--- src/rtl/pbp_pkg.sv ---
package pbp_pkg;

    typedef enum logic [1:0] {
        ST_IDLE = 2'd0,
        ST_FILL = 2'd1,
        ST_EMIT = 2'd2
    } state_e;

    typedef enum logic [1:0] {
        FMT_1P1 = 2'd0,
        FMT_2P1 = 2'd1,
        FMT_3P1 = 2'd2,
        FMT_3P2 = 2'd3
    } fmt_e;

    function automatic logic [4:0] depth_bits(input logic [1:0] code);
        case (code)
            2'd0:    return 5'd12;
            2'd1:    return 5'd16;
            2'd2:    return 5'd18;
            default: return 5'd24;
        endcase
    endfunction

    function automatic logic [4:0] line_bits(input logic [1:0] code);
        case (code)
            2'd0:    return 5'd8;
            2'd1:    return 5'd9;
            2'd2:    return 5'd12;
            default: return 5'd16;
        endcase
    endfunction

endpackage

--- src/rtl/pbp_cfg_decode.sv ---
module pbp_cfg_decode
    import pbp_pkg::*;
(
    input  logic [1:0] depth_code,
    input  logic [1:0] lines_code,
    output logic       legal,
    output fmt_e       fmt,
    output logic [4:0] dbits,
    output logic [4:0] lbits
);
    logic [5:0] d6;
    logic [5:0] two_d;
    logic [5:0] l6;
    logic [5:0] q1;
    logic [5:0] q2;

    always_comb begin
        dbits = depth_bits(depth_code);
        lbits = line_bits(lines_code);
        d6    = {1'b0, dbits};
        two_d = {dbits, 1'b0};
        l6    = {1'b0, lbits};
        q1    = d6 / l6;
        q2    = two_d / l6;
        legal = 1'b0;
        fmt   = FMT_1P1;
        if ((d6 % l6) == 6'd0) begin
            if (q1 == 6'd1) begin
                legal = 1'b1;
                fmt   = FMT_1P1;
            end else if (q1 == 6'd2) begin
                legal = 1'b1;
                fmt   = FMT_2P1;
            end else if (q1 == 6'd3) begin
                legal = 1'b1;
                fmt   = FMT_3P1;
            end
        end else if ((two_d % l6) == 6'd0 && q2 == 6'd3) begin
            legal = 1'b1;
            fmt   = FMT_3P2;
        end
    end
endmodule

--- src/rtl/pbp_group_load.sv ---
module pbp_group_load #(
    parameter int PIX_W = 24,
    parameter int GRP_W = 48
) (
    input  logic [GRP_W-1:0] grp_cur,
    input  logic [PIX_W-1:0] pix,
    input  logic [4:0]       dbits,
    input  logic             second,
    output logic [GRP_W-1:0] grp_next
);
    localparam int SH_W = $clog2(GRP_W + 1);

    logic [PIX_W-1:0] mask;
    logic [GRP_W-1:0] wide;
    logic [SH_W-1:0]  sh_first;
    logic [SH_W-1:0]  sh_second;

    always_comb begin
        mask      = (PIX_W'(1) << dbits) - PIX_W'(1);
        wide      = GRP_W'(pix & mask);
        sh_first  = SH_W'(GRP_W) - SH_W'(dbits);
        sh_second = sh_first - SH_W'(dbits);
        if (second) begin
            grp_next = grp_cur | (wide << sh_second);
        end else begin
            grp_next = wide << sh_first;
        end
    end
endmodule

--- src/rtl/pbp_word_slice.sv ---
module pbp_word_slice #(
    parameter int GRP_W = 48,
    parameter int BUS_W = 16
) (
    input  logic [GRP_W-1:0] grp,
    input  logic [4:0]       lbits,
    output logic [BUS_W-1:0] word,
    output logic [GRP_W-1:0] grp_rest
);
    localparam int WS_W = $clog2(BUS_W + 1);

    logic [BUS_W-1:0] top;
    logic [WS_W-1:0]  drop;

    always_comb begin
        top      = grp[GRP_W-1 -: BUS_W];
        drop     = WS_W'(BUS_W) - WS_W'(lbits);
        word     = top >> drop;
        grp_rest = grp << lbits;
    end
endmodule

--- src/rtl/pixel_bus_packer.sv ---
module pixel_bus_packer
    import pbp_pkg::*;
#(
    parameter int PIX_W = 24,
    parameter int BUS_W = 16,
    parameter int CNT_W = 24
) (
    input  logic             clk,
    input  logic             rst_n,
    input  logic [1:0]       depth_sel,
    input  logic [1:0]       lines_sel,
    input  logic             arm,
    input  logic [CNT_W-1:0] arm_count,
    input  logic             pix_valid,
    input  logic [PIX_W-1:0] pix_data,
    output logic             pix_ready,
    input  logic             cmd_valid,
    input  logic [BUS_W-1:0] cmd_data,
    output logic             cmd_ready,
    output logic             bus_valid,
    input  logic             bus_ready,
    output logic [BUS_W-1:0] bus_data,
    output logic             bus_a0,
    output logic             frame_done,
    output logic             busy,
    output logic             cfg_err
);
    localparam int GRP_W = 2 * PIX_W;

    typedef struct packed {
        state_e           st;
        logic [CNT_W-1:0] rem;
        logic [GRP_W-1:0] grp;
        logic [1:0]       wleft;
        logic             slot;
        logic             done;
        logic             err;
    } regs_t;

    regs_t r_q;
    regs_t r_d;

    logic             legal;
    fmt_e             fmt;
    logic [4:0]       dbits;
    logic [4:0]       lbits;
    logic [GRP_W-1:0] grp_loaded;
    logic [GRP_W-1:0] grp_rest;
    logic [BUS_W-1:0] px_word;
    logic             cmd_ok;
    logic             pix_fire;

    pbp_cfg_decode u_dec (
        .depth_code (depth_sel),
        .lines_code (lines_sel),
        .legal      (legal),
        .fmt        (fmt),
        .dbits      (dbits),
        .lbits      (lbits)
    );

    pbp_group_load #(.PIX_W(PIX_W), .GRP_W(GRP_W)) u_load (
        .grp_cur  (r_q.grp),
        .pix      (pix_data),
        .dbits    (dbits),
        .second   (r_q.slot),
        .grp_next (grp_loaded)
    );

    pbp_word_slice #(.GRP_W(GRP_W), .BUS_W(BUS_W)) u_slice (
        .grp      (r_q.grp),
        .lbits    (lbits),
        .word     (px_word),
        .grp_rest (grp_rest)
    );

    always_comb begin
        pix_ready = (r_q.st == ST_FILL) && !r_q.err;
        pix_fire  = pix_valid && pix_ready;
        cmd_ok    = (r_q.st != ST_EMIT) && !r_q.slot;
        cmd_ready = cmd_ok && bus_ready;
        bus_valid = (r_q.st == ST_EMIT) || (cmd_valid && cmd_ok);
        bus_a0    = (r_q.st == ST_EMIT);
        bus_data  = (r_q.st == ST_EMIT) ? px_word : cmd_data;
        frame_done = r_q.done;
        busy      = (r_q.st != ST_IDLE);
        cfg_err   = r_q.err;
    end

    always_comb begin
        r_d      = r_q;
        r_d.done = 1'b0;
        r_d.err  = !legal;
        case (r_q.st)
            ST_IDLE: begin
                if (arm && (arm_count != '0) && !r_q.err) begin
                    r_d.st   = ST_FILL;
                    r_d.rem  = arm_count;
                    r_d.slot = 1'b0;
                end
            end
            ST_FILL: begin
                if (pix_fire) begin
                    r_d.rem = r_q.rem - CNT_W'(1);
                    r_d.grp = grp_loaded;
                    if (fmt == FMT_3P2 && !r_q.slot && r_q.rem > CNT_W'(1)) begin
                        r_d.slot = 1'b1;
                    end else begin
                        r_d.st   = ST_EMIT;
                        r_d.slot = 1'b0;
                        case (fmt)
                            FMT_1P1: r_d.wleft = 2'd1;
                            FMT_2P1: r_d.wleft = 2'd2;
                            FMT_3P1: r_d.wleft = 2'd3;
                            default: r_d.wleft = r_q.slot ? 2'd3 : 2'd2;
                        endcase
                    end
                end
            end
            ST_EMIT: begin
                if (bus_ready) begin
                    r_d.grp   = grp_rest;
                    r_d.wleft = r_q.wleft - 2'd1;
                    if (r_q.wleft == 2'd1) begin
                        if (r_q.rem == '0) begin
                            r_d.st   = ST_IDLE;
                            r_d.done = 1'b1;
                        end else begin
                            r_d.st = ST_FILL;
                        end
                    end
                end
            end
            default: r_d.st = ST_IDLE;
        endcase
    end

    always_ff @(posedge clk) begin
        if (!rst_n) begin
            r_q <= '{st: ST_IDLE, rem: '0, grp: '0, wleft: 2'd0,
                     slot: 1'b0, done: 1'b0, err: 1'b0};
        end else begin
            r_q <= r_d;
        end
    end
endmodule

--- config.mk ---
export PLATFORM = sky130hd
export DESIGN_NAME = pixel_bus_packer
export DESIGN_NICKNAME = d
export VERILOG_FILES = /design/src/rtl/pbp_pkg.sv /design/src/rtl/pbp_cfg_decode.sv /design/src/rtl/pbp_group_load.sv /design/src/rtl/pbp_word_slice.sv /design/src/rtl/pixel_bus_packer.sv
export SDC_FILE = /design/constraint.sdc
export NUM_CORES = 1
export LEC_CHECK = 0
export CAP_MARGIN = 10
export CORE_ASPECT_RATIO = 0.6
export CORE_MARGIN = 2
export CORE_UTILIZATION = 35
export CTS_BUF_LIST = sky130_fd_sc_hd__clkbuf_8
export DETAILED_ROUTE_END_ITERATION = 16
export PLACE_DENSITY = 0.6
export SETUP_SLACK_MARGIN = 0.5
export SYNTH_ARGS = -nofsm -noshare
export SYNTH_HDL_FRONTEND = slang
export SYNTH_SLANG_ARGS = --single-unit
export TNS_END_PERCENT = 10
--- constraint.sdc ---
create_clock -name clk -period 7.55 [get_ports clk]
set_clock_uncertainty 0.15 [all_clocks]
set_input_delay 0.755 -clock clk [delete_from_list [all_inputs] [get_ports clk]]
set_output_delay 0.755 -clock clk [all_outputs]
set_load 0.02 [all_outputs]
== After elaboration in Yosys (flattened, before gate mapping) ==
Cells that the tools add are included.

* Register bits after elaboration: 79
* Latch bits: 0
* RAM bits: 0
* Bits in read-only memories: 0
* Input bits: 74
* Memories kept: 0

* Add/sub/neg operators: 6
* Multipliers: 0
* Divide/modulo/power cells: 4
* $lt $le $gt $ge: 1
* Eq/ne operators: 20
* Shifts and indexed selects: 5
* Mux-type cells: 31
* Bitwise logic cells: 2
* Reduce and logical (&&, ||, !) cells: 30

{| class="wikitable"
|+ Operators by type and width
! operator !! count
|-
| $pmux W50 S2 || 1
|-
| $shl A48 B6 Y48 || 2
|-
| $mux W77 || 1
|-
| $mux W50 || 1
|-
| $mux W48 || 1
|-
| $or A48 B48 Y48 || 1
|-
| $pmux W24 S2 || 1
|-
| $shl A48 B5 Y48 || 1
|-
| $pmux W5 S3 || 2
|-
| $mux W26 || 1
|-
| $and A24 B24 Y24 || 1
|-
| $gt A24 B1 Y1 const B || 1
|-
| $logic_not A24 Y1 || 1
|-
| $reduce_bool A24 Y1 || 1
|-
| $shl A1 B5 Y24 const A || 1
|-
| $sub A24 B1 Y24 const B || 1
|-
| $sub A24 B2 Y24 const B || 1
|-
| $eq A6 B2 Y1 const B || 3
|-
| $mux W2 || 9
|-
| $mux W16 || 1
|-
| $shr A16 B5 Y16 || 1
|-
| $logic_not A6 Y1 || 2
|-
| $pmux W2 S3 || 2
|-
| $eq A2 B1 Y1 const B || 5
|-
| other kinds (22) || 57
|}

== Depth between registers and ports, before layout ==
* Depth after elaboration: 14
* Depth in mapped cells: 26
* Gate-level depth less buffers: 23

== Cells and area by module ==
Synthesis repeated with hierarchy kept, for this count alone.

* Cell total of the unflattened synthesis: 2064
* Area total of the unflattened synthesis: 14795.4 um^2

{| class="wikitable"
|+ By module, submodules not included
! module !! instances !! cells each !! area each (um^2) !! seq. area each (um^2)
|-
| pbp_group_load || 1 || 948 || 6017.0 || 0.0
|-
| pixel_bus_packer || 1 || 593 || 4312.9 || 1581.5
|-
| pbp_word_slice || 1 || 402 || 3562.2 || 0.0
|-
| pbp_cfg_decode || 1 || 121 || 903.4 || 0.0
|}

== Worst setup path before layout ==
No wires, ideal clock.

* Kind: input -> register
* Start point: input port depth_sel[0]
* End point: register r_q[4] (netlist bit)
* Library setup time: 0.084 ns
* Arrival time: 5.800 ns
* Data required time: 7.316 ns
* Path slack: 1.516 ns
* Cell stages on the path: 22
* Path through: clkbuf_1 > clkbuf_1 > inv_1 > ha_1 > clkbuf_1 > inv_1 > ha_1 > nor3b_4 > o22ai_2 > nand2_1 > xnor2_1 > ha_1 > nor2b_1 > o21ai_0 > nand2b_1 > a221o_1 > mux2_2 > ha_1 > or4b_2 > nor3b_1 > a21oi_1 > o31ai_2

* Cells in the longest elaborated chain, start to end: 13
* Elaborated cells on any way between the ends: 32
* Those cells by class: div (4); eq/ne (10); mux (10); reduce/logical (8)

{| class="wikitable"
|+ RTL lines
! item !! RTL line !! text
|-
| start: declaration || pixel_bus_packer.sv:10 || <nowiki>input logic [1:0] depth_sel,</nowiki>
|-
| $eq A2 B2 Y1, or another cell as far along || pbp_pkg.sv:17 || <nowiki>case (code)</nowiki>
|-
| $pmux W5 S3 (*) || pbp_pkg.sv:17 ||
|-
| parallel branches: the longest is 5 deep, another holds $div A6 B5 Y6 || -- ||
|-
| $mux W2 (*) || pbp_cfg_decode.sv:27 || <nowiki>if ((d6 % l6) == 6'd0) begin</nowiki>
|-
| $eq A2 B2 Y1, or another cell as far along || pixel_bus_packer.sv:111 || <nowiki>case (fmt)</nowiki>
|-
| $pmux W2 S3 or $logic_and A1 B1 Y1 (tied branches) || pixel_bus_packer.sv:111, pixel_bus_packer.sv:106 ||
|-
| $mux W2 or $logic_and A1 B1 Y1 (tied branches) || pixel_bus_packer.sv:106 || <nowiki>if (fmt == FMT_3P2 && !r_q.slot && r_q.rem > CNT_W'(1)) begin</nowiki>
|-
| $mux W77 or $ne A2 B2 Y1 (tied branches) || -- ||
|-
| $pmux W50 S2 or $reduce_and A4 Y1 (tied branches) || -- ||
|-
| end signal: assignment || pixel_bus_packer.sv:140 || <nowiki>r_q <= '{st: ST_IDLE, rem: '0, grp: '0, wleft: 2'd0,</nowiki>
|-
| end signal: assignment || pixel_bus_packer.sv:143 || <nowiki>r_q <= r_d;</nowiki>
|-
| end: declaration || pixel_bus_packer.sv:40 || <nowiki>regs_t r_q;</nowiki>
|}

Every way passes the cells marked *. The select of a mux whose other input is x is not followed.
A chain may end at the register's enable or synchronous reset.

== Worst setup path in the final report ==
* Start point: input port depth_sel[1]
* End point: register r_q[4] (netlist bit)

The elaborated chain is that of the path after synthesis.

==> impl_metrics.yaml <==
outcome:
  status: "complete, no violations"
global_routing:
  first_global_vias: 9870
  grt_usage_pct: 28.2
  overflow: 0
  grt_first_pass_wirelength_um: 61100
  antenna_found_initial: 0
  grt_max_degree: 74
timing:
  setup_viol: 0
  period_share_pct: 82.4
  min_period_ns: 6.22
  slew_headroom_pct: 31.4
  fin_ws_ns: 1.33
  timing.fmax_mhz: 161
  hold_viol: 0
  fin_tns_setup_ns: 0
  rsz0062_at_grt: "false"
  tightest_slew_ns: 1.02
  drv_slew: 0
logic_synthesis:
  synth_area_um2: 9360
  syn-num-nets: 1450
  avgSynthCellArea_um2: 6.98
  yosysSeqAreaShare_pct: 16.9
  ys.flop_type: "dfxtp_1"
  synth.top_cell.area_share_pct: 16.9
  yosys_warnings: 0
  synth.area.top_cells: "dfxtp_1 17%, mux2i_1 8.9%, a21oi_1 7.6%"
  synth_edf_count: 0
  synth_cell_types: 78
  synthArstFlopShare_pct: 0
  ys_seq_elements: 79
  synth_cells: 1341
  synth.largest_area_cell: "dfxtp_1"
clock_tree:
  clock_path_buffers: 2
  numCtsBuffers: 9
  insertion_delay_ns: 0.39
  cts_tree: "done"
  ctsHoldBuffers: 0
  clkSinkCount: 79
  cts-resized-gates: 0
  root_buffer: "clkbuf_8"
  clkSlewWorstSetupHoldPaths_ns: 0.09
  cts_setup_buffers: 0
  cts_max_level: 3
cells_and_area:
  diodes: 0
  n_fill_cell: 2823
  nNetsFinal: 1478
  syn2layout_area_growth_pct: 15.5
  finalNonFillerCells: 1734
  layout_commonest_cell: "nand2_1"
  final_cell_mix: "157 x nand2_1, 142 x a21oi_1, 128 x nor2_1, 120 x o21ai_0, 96 x clkdlybuf4s50_1"
  ff_latch_area_um2: 1580
  multi_input_area_um2: 7270
  utilization_pct: 41.0
  drive_gt1_share_pct: 7.50
floorplanning:
  die_w_um: 215
  core-area_um2: 26400
  rows: 46
  die_h_um: 131
  io_pins: 97
  dieArea_um2: 28100
  start_util_pct: 35.5
place:
  hpwlAfterDp_um: 31000
  io_buffers: 96
  pre_cts_ws_ns: 1.03
  gp_congestion: 1.03
  dp_cells: 1717
route:
  wl_per_cell_um: 23.5
  vias_per_cell: 6.38
  drt_iter0_markers: 1560
  drtAntennaViolNets: 0
  routed_wirelength_um: 40700
  dr.pass1.iters: 8
  drc_errors: 0
  vias: 11100
setup_path:
  endpoint: "r_q[4]$_SDFFE_PN0P_"
  r2r_slack_ns: 3.73
  required_ns: 7.71
  path_max_fanout: 9
  rr_endpoint: "r_q[21]$_SDFFE_PN0P_"
  cp-start-kind: "input port"
  cp.arrival_ns: 6.38
  critPathLaunch: "depth_sel[1]"
  r2r-start: "r_q[78]$_SDFFE_PN0P_"
  end_kind: "flop"
  setup.worst_path.class: "input port to flop"
  reg2regPathDepth: 10
flow_run:
  maxCapViolations: 0
pwr:
  cellPowerDensity_nw_per_um2: 156
  total_power_mw: 1.68
  power_leakage_nw: 3.85
  ir_drop_v: 0.0000828
min_path:
  hold_path.class: "flop to flop"
  hold_path_depth: 2
  hp-start: "r_q[75]$_SDFFE_PN0P_"
## registers in the layout, indices dropped and copies added (netlist names)
signal / cells
r_q: 77
frame_done: 1
cfg_err: 1
## critical path: stages
cell,delay (ns)
clkdlybuf4s50_1,0.51
inv_1,0.18
ha_1,0.36
inv_1,0.21
ha_1,0.47
a21oi_2,0.17
o22ai_2,0.39
nand2_1,0.13
xnor2_1,0.22
ha_1,0.33
nor2b_1,0.16
o21ai_0,0.15
nand2b_1,0.08
a221o_1,0.39
mux2_2,0.30
ha_1,0.29
or4b_2,0.58
nor3b_1,0.33
a21oi_1,0.14
o31ai_2,0.23
## layer usage
layer | wire [µm] | share of wire [%] | track usage [%] | vias to the layer above
met2 | 15500 | 38 | 38.5 | 692
li1 | - | - | - | 5089
met5 | 0 | 0 | 0 | -
met1 | 18800 | 46 | 41.3 | 5221
met3 | 5840 | 14 | 11.6 | 56
met4 | 571 | 1.4 | 4.91 | 0
## logic make-up after synthesis
kind of cell / after synthesis / synth area share [%]
compound gates: 498 / 34.3
xor+xnor: 16 / 1.58
fa+ha+maj: 35 / 4.68
buf+inv: 142 / 5.83
flops: 79 / 16.9
mux: 114 / 14.3
simple gates: 457 / 22.5
## synthesized netlist by cell type, types with 18 or more instances
cell / count
a211oi_1: 35
a21oi_1: 143
a221oi_1: 18
a31oi_1: 27
clkbuf_1: 81
dfxtp_1: 79
ha_1: 35
inv_1: 33
mux2i_1: 83
nand2_1: 157
nand3_1: 27
nor2_1: 128
nor2b_1: 18
nor3_1: 41
o21ai_0: 120
o22ai_1: 20
## final cells by class
type | instances | area share (%)
tap | 360 | 4.17
clock inverter | 7 | 0.798
inverter | 35 | 1.21
timing repair buffer | 124 | 10.8
multi-input combinational | 1120 | 67.2
clock buffer | 9 | 1.15
sequential | 79 | 14.6
## worst min path at each step
stage / endpoint / slack, ns
after CTS: r_q[75]$_SDFFE_PN0P_ / 0.33
after floorplan: r_q[33]$_SDFFE_PN0P_ / 0.29
after global placement: r_q[75]$_SDFFE_PN0P_ / 0.31
after detailed placement: r_q[75]$_SDFFE_PN0P_ / 0.32
after global routing: r_q[75]$_SDFFE_PN0P_ / 0.36
final: r_q[75]$_SDFFE_PN0P_ / 0.33
## metrics by stage
step	cell area, µm²	hold WS (ns)
CTS	10800	0.330
detailed placement	10600	0.318
floorplan	9360	0.286
finish	10800	0.328
global route	10800	0.357
global placement	10600	0.313
## power by group
| part | switching [mW] | internal, mW |
|---|---|---|
| combinational | 0.551 | 0.310 |
| clock | 0.192 | 0.160 |
| sequential | 0.0290 | 0.440 |
| total | 0.772 | 0.910 |
Note: power is estimated with default switching activity, not from simulation.
